[src/rtl/flagcmp_unit.sv]
module flagcmp_unit #(
  parameter int W = 32
) (
  input  logic                 clk,
  input  logic                 rst_n,
  input  logic                 valid,
  input  logic [2:0]           op,
  input  logic                 set_flags,
  input  logic [W-1:0]         a,
  input  logic [W-1:0]         b,
  input  logic                 shift_right,
  input  logic [$clog2(W)-1:0] shift_amt,
  output logic [W-1:0]         result,
  output logic                 result_we,
  output logic [3:0]           flags
);
  localparam int SW = $clog2(W);

  typedef enum logic [2:0] {
    OP_AND = 3'd0, OP_XOR = 3'd1, OP_SUB = 3'd2, OP_ADD = 3'd3,
    OP_TST = 3'd4, OP_TEQ = 3'd5, OP_CMP = 3'd6, OP_CMN = 3'd7
  } op_e;

  op_e          opc;
  logic [W:0]   lsh, rsh;
  logic [W-1:0] sh_val, opb;
  logic         sh_c;
  logic         is_sub, is_arith, upd;
  logic [W:0]   sum;
  logic         c_in_msb, v_arith;
  logic [3:0]   nxt;

  assign opc = op_e'(op);

  // operand shifter with carry-out
  assign lsh    = {1'b0, b} << shift_amt;
  assign rsh    = {b, 1'b0} >> shift_amt;
  assign sh_val = shift_right ? rsh[W:1] : lsh[W-1:0];
  assign sh_c   = (shift_amt == SW'(0)) ? flags[1] :
                  (shift_right ? rsh[0] : lsh[W]);

  // adder, shared by add/sub/compare
  assign is_sub   = (opc == OP_SUB) || (opc == OP_CMP);
  assign is_arith = op[1];
  assign opb      = is_sub ? ~sh_val : sh_val;
  assign sum      = {1'b0, a} + {1'b0, opb} + {{W{1'b0}}, is_sub};
  assign c_in_msb = a[W-1] ^ opb[W-1] ^ sum[W-1];
  assign v_arith  = c_in_msb ^ sum[W];

  always_comb begin
    unique case (opc)
      OP_AND, OP_TST: result = a & sh_val;
      OP_XOR, OP_TEQ: result = a ^ sh_val;
      default:        result = sum[W-1:0];
    endcase
  end

  assign result_we = valid & ~op[2];
  assign upd       = valid & (op[2] | set_flags);
  assign nxt = {result[W-1],
                result == '0,
                is_arith ? sum[W] : sh_c,
                is_arith ? v_arith : flags[0]};

  always_ff @(posedge clk or negedge rst_n) begin
    if (!rst_n)   flags <= 4'b0000;
    else if (upd) flags <= nxt;
  end

  // reset value seen after release
  a_r9_reset_zero: assert property (@(posedge clk) disable iff (!rst_n)
    $rose(rst_n) |-> flags == 4'b0000);
  // no update request leaves the register alone
  a_r8_hold: assert property (@(posedge clk) disable iff (!rst_n)
    !(valid && (op[2] || set_flags)) |=> $stable(flags));
  // N and Z follow the result that was written
  a_r3_n_bit: assert property (@(posedge clk) disable iff (!rst_n)
    (valid && (op[2] || set_flags)) |=> flags[3] == $past(result[W-1]));
  a_r3_z_bit: assert property (@(posedge clk) disable iff (!rst_n)
    (valid && (op[2] || set_flags)) |=> flags[2] == ($past(result) == '0));
  // V survives logical operations
  a_r7_v_kept: assert property (@(posedge clk) disable iff (!rst_n)
    (valid && !op[1]) |=> flags[0] == $past(flags[0]));
endmodule

[config.mk]
export PLATFORM = sky130hd
export DESIGN_NAME = flagcmp_unit
export DESIGN_NICKNAME = d
export VERILOG_FILES = /design/src/rtl/flagcmp_unit.sv
export SDC_FILE = /design/constraint.sdc
export NUM_CORES = 1
export LEC_CHECK = 0
export BUFFER_PORTS_ARGS = -buffer_cell sky130_fd_sc_hd__buf_2
export CORE_MARGIN = 2
export CORE_UTILIZATION = 40
export CTS_CLUSTER_SIZE = 14
export DETAILED_ROUTE_END_ITERATION = 7
export SLEW_MARGIN = 20
export SYNTH_ARGS = -nofsm -noshare
export SYNTH_HDL_FRONTEND = slang
export SYNTH_SLANG_ARGS = --single-unit
[constraint.sdc]
create_clock -name clk -period 6.63 [get_ports clk]
set_input_delay 0.663 -clock clk [delete_from_list [all_inputs] [get_ports clk]]
set_output_delay 0.663 -clock clk [all_outputs]
set_load 0.02 [all_outputs]
* After elaboration in Yosys (flattened, before gate mapping)
Index checks and enable logic that the tools add are counted.
** Word-level totals
- Register bits after elaboration :: 4
- Bits of input ports :: 77
- Output and inout port bits :: 37
- Logic and storage cells :: 37
** Cells by class
- Add/sub/neg operators :: 2
- Equal/unequal tests :: 6
- Shift-type cells :: 2
- Multiplexer cells :: 6
- Bitwise logic cells :: 10
- Reductions and logical operators :: 8
** Operators by type and width (count)
- $mux W32 :: 2
- $pmux W32 S2 :: 1
- $add A32 B32 Y33 :: 1
- $add A33 B1 Y33 :: 1
- $shl A32 B5 Y33 :: 1
- $shr A33 B5 Y33 :: 1
- $and A32 B32 Y32 :: 1
- $logic_not A32 Y1 :: 1
- $not A32 Y32 :: 1
- $xor A32 B32 Y32 :: 1
- $eq A3 B3 Y1 const B :: 3
- $logic_not A5 Y1 :: 1
- $reduce_and A2 Y1 :: 2
- $reduce_or A2 Y1 :: 2
- $eq A3 B1 Y1 const B :: 1
- $eq A3 B2 Y1 const B :: 1
- $logic_not A3 Y1 :: 1
- $mux W1 :: 3
- $xor A1 B1 Y1 :: 3
- $and A1 B1 Y1 :: 2
- $ne A2 B2 Y1 const B :: 1
- $logic_or A1 B1 Y1 :: 1
- $not A1 Y1 :: 1
- $or A1 B1 Y1 :: 1

* Depth between registers and ports, before layout
- Depth after elaboration :: 8
- Depth in mapped cells :: 28
- Depth with buffers taken out :: 24

* Least setup slack after synthesis
No wires, ideal clock.
- Path type :: input to register
- Start :: input shift_amt[1]
- End :: register flags[2]
- Library setup time :: 0.066 ns
- Arrival time :: 6.403 ns
- Data required time :: 6.564 ns
- Setup slack :: 0.161 ns
- Stages :: 23
- Buffers on the path :: 5
- Path through :: buf_2 buf_2 buf_1 buf_1 clkbuf_1 mux4_2 mux4_2 a211oi_1 a21oi_1 xnor2_1 ha_1 nor2b_1 o31ai_1 a31oi_1 a41oi_1 o31ai_1 a311oi_1 xor2_1 mux2i_1 or4b_1 nor4b_1 and4_1 a41o_1
** On the way
- Longest elaborated chain between the ends :: 8
- Elaborated cells between the ends (all ways) :: 11
- Classes of those cells :: 2 x add/sub; 2 x shift; 3 x mux; 3 x bitwise; 1 x reduce/logical
** RTL lines
- start, declared :: RTL line 12 : input logic [$clog2(W)-1:0] shift_amt,
- $shl A32 B5 Y33 / $shr A33 B5 Y33 (equally long branches) :: RTL line 36, 37
- $mux W32 * :: RTL line 38 : assign sh_val = shift_right ? rsh[W:1] : lsh[W-1:0];
- $not A32 Y32 :: RTL line 45 : assign opb = is_sub ? ~sh_val : sh_val;
- $mux W32 :: RTL line 45
- $add A32 B32 Y33 :: RTL line 46 : assign sum = {1'b0, a} + {1'b0, opb} + {{W{1'b0}}, is_sub};
- $add A33 B1 Y33 :: RTL line 46
- $pmux W32 S2 * :: RTL line 51 : unique case (opc)
- named net result[20] :: RTL line 13 : output logic [W-1:0] result,
- $logic_not A32 Y1 * :: RTL line 61 : result == '0,
- end signal, assigned :: RTL line 67 : else if (upd) flags <= nxt;
- end, declared :: RTL line 15 : output logic [3:0] flags
The timed path passes the listed nets; every way through them passes the cells marked *.
A chain may end at the register's enable or synchronous reset.

* Final worst setup path
- Start :: input shift_amt[0]
- End :: register flags[2]
** On the way
- Longest elaborated chain between the ends :: 8
- Elaborated cells between the ends (all ways) :: 11
- Classes of those cells :: 2 x add/sub; 2 x shift; 3 x mux; 3 x bitwise; 1 x reduce/logical
** RTL lines (RTL line)
- $shl A32 B5 Y33 / $shr A33 B5 Y33 (equally long branches) :: 36, 37
- $mux W32 * :: 38
- $not A32 Y32 :: 45
- $mux W32 :: 45
- $add A32 B32 Y33 :: 46
- $add A33 B1 Y33 :: 46
- $pmux W32 S2 * :: 51
- $logic_not A32 Y1 * :: 61
Every way passes the cells marked *; elsewhere a longest branch is shown, timed or not.

==> reports/metrics.yaml <==
nets: 1147
critical_path.slowest_cell: "mux4_2"
outcome: "completed"
grt_antenna_before_repair: 0
required_ps: 6790
grt_pass1_vias: 6874
setup_violations: 0
slew_headroom: 0.5030
post-place-ws_ps: 79.53
core.rowCount: 47
crit_arrival_ps: 6430
numPlacedInstances: 1220
cp_top_family: "simple AND/OR/NAND/NOR gates"
critPathKind: "in -> reg"
top_register: "flags"
syn_area_per_cell_um2: 7.262
ir_worst_vdd_mv: 0.08428
hold_ws_ps: 242.3
synthFlopType: "dfrtp_1"
crit_fanout: 15
end_kind: "register"
finalSetupTns_ps: 0
top_regs: "flags: 4 flops"
portBuffers: 113
die_h_um: 134.4
cts_buffers: 3
synth_area_leaders: "mux2i_1 13%, ha_1 12%, mux4_2 12%"
start_util: 0.4103
synth_fp_nets: 1079
wirelength_um: 24140
core_mm2: 0.01658
htreeDepth: 1
clock_path_buffers: 2
post_cts_buffers: 0
layout_setup_ws_ps: 356.5
detail-route-antenna-nets: 0
yosysWarnings: 0
cp_cell_sequence: "clkbuf_4 > buf_4 > mux4_2 > mux2i_1 > nor2_1 > nor2_1 > o22ai_1 > nor2_1 > a21oi_1 > xnor2_1 > ha_1 > o21a_1 > o21ai_0 > a31oi_1 > a41oi_1 > buf_4 > o21ai_0 > a21boi_0 > xor2_1 > mux2i_1 > or4b_1 > nor4b_1 > and4_1 > a41o_1"
vias_per_cell: 6.153
drt_first_iter_violations: 689
layout.cells.non_filler: 1223
yosys.cell_count.top_type: "nor2_1"
critPathMaxStageDelay_ps: 560
synth_top_area_share: 0.1280
p_leak_nw: 3.419
syn_area_mm2: 0.006804
ys_ff_latch: 4
period_needed_ps: 6273
remaining_drc_errors: 0
utilization: 0.4630
largest_reg_flops: 4
placed_area_mm2: 0.007591
dp_hpwl_um: 19590
stdcell_area_mm2: 0.007677
gp_congestion: 0.9989
dr.pass1.iters: 5
drive_gt1_frac: 0.2034
synth-edff-count: 0
die_w_um: 134.4
diodes: 0
cts_tree: "yes"
hold_buffers: 0
wl_per_cell_um: 19.74
area_growth_syn_to_layout_pct: 12.84
fill_cells: 1725
overflow: 0
synth_top_cells_by_count: "101 x nor2_1, 87 x mux2i_1, 85 x a21oi_1"
cts_root_buf: "clkbuf_16"
finClkSkew_ps: 0
grt_pass1_wl_um: 37580
hold_viol: 0
clk_pin_slew_worst_paths_ps: 30
power_mw: 1.156
hold_path.class: "in -> async"
critical_path_buf_inv_count: 3
seq_area_frac_synth: 0.01471
grt_max_degree: 69
clkLatencyLatePin_ps: 220
yosysUniqueCellTypes: 72
via_count: 7525
cp-start-kind: "primary input"
ios: 114
grt_setup_unrepaired: "no"
p_per_area_mw_per_mm2: 150.5
crit_top_cell: "nor2_1"
tightest_slew_ps: 745.6
drv_cap: 0
netlist_instances: 937
async_reset_ff_frac: 1.000
cts_num_sinks: 4
grt_usage: 0.2575
clock.fmax_ghz: 0.1594
timing.final.crit_share: 0.9462
slew_violations: 0
synth_largest_area_cell: "mux2i_1"
die_area_mm2: 0.01807
layer usage:
layer | global-route usage | vias to the layer above | routed length [µm]
met3 | 0.02230 | 49 | 1573
met2 | 0.4090 | 350 | 10880
met1 | 0.3713 | 3483 | 10920
li1 | - | 3643 | -
met5 | 0 | - | 0
met4 | 0.07485 | 0 | 767
logic make-up after synthesis:
group	after synthesis	synth area share
XOR/XNOR	57	0.07337
AO/OA/AOI/OAI	298	0.2720
flip-flops	4	0.01471
adder cells (fa/ha/maj)	65	0.1206
AND/OR/NAND/NOR	279	0.1966
buffers and inverters	98	0.05572
multiplexers	136	0.2670
final timing paths:
kind,start,endpoint,slack (ps),cells after the start
worst max-delay path,shift_amt[0],flags[2],360,24
worst min-delay path,rst_n,flags[3],240,1
worst max register to register,flags[2],flags[2],5810,2
worst min register to register,flags[0],flags[0],500,2
max in group asynchronous,rst_n,flags[1],6270,1
min in group clk,flags[0],flags[0],500,2
cells in the final DEF, fill, tap and decap left out, drive strengths merged, types with 6 or more instances in the layout:
cell type	count
o22ai	20
ha	64
o21ai	85
a31oi	10
inv	18
mux2i	87
nand3	13
a211oi	20
nand2	69
buf	139
nand4	6
nor2b	19
o211ai	17
a21o	17
xor2	12
nand2b	25
nor3	15
or3	6
a21boi	6
mux4	35
a21oi	85
mux2	14
nor2	101
xnor2	45
repair_timing:
| item | CTS | global route |
|---|---|---|
| setup endpoints to repair | 0 | 5 |
| resized for setup | 0 | 8 |
| hold endpoints to repair | 0 | 0 |
power breakdown:
group	switching [mW]	internal (mW)	leakage, nW
registers	0.00271	0.0300	0.0507
logic	0.621	0.408	3.33
clock network	0.0167	0.0770	0.0370
total	0.640	0.515	3.42
cell type report:
class | count | area, µm² | area share
flip-flops and latches | 4 | 100.1 | 0.01304
well taps | 220 | 275.3 | 0.03585
inverters | 20 | 77.57 | 0.01010
clock buffers | 3 | 75.07 | 0.009778
multi-input cells | 835 | 6331 | 0.8246
repair buffers | 141 | 818.3 | 0.1066
worst reg2reg max path, stage by stage, from the launching register on:
cell and delay [ps]:
dfrtp_1 370, and2_1 140, a41o_1 190
No activity file was read; power rests on OpenSTA's default activity.
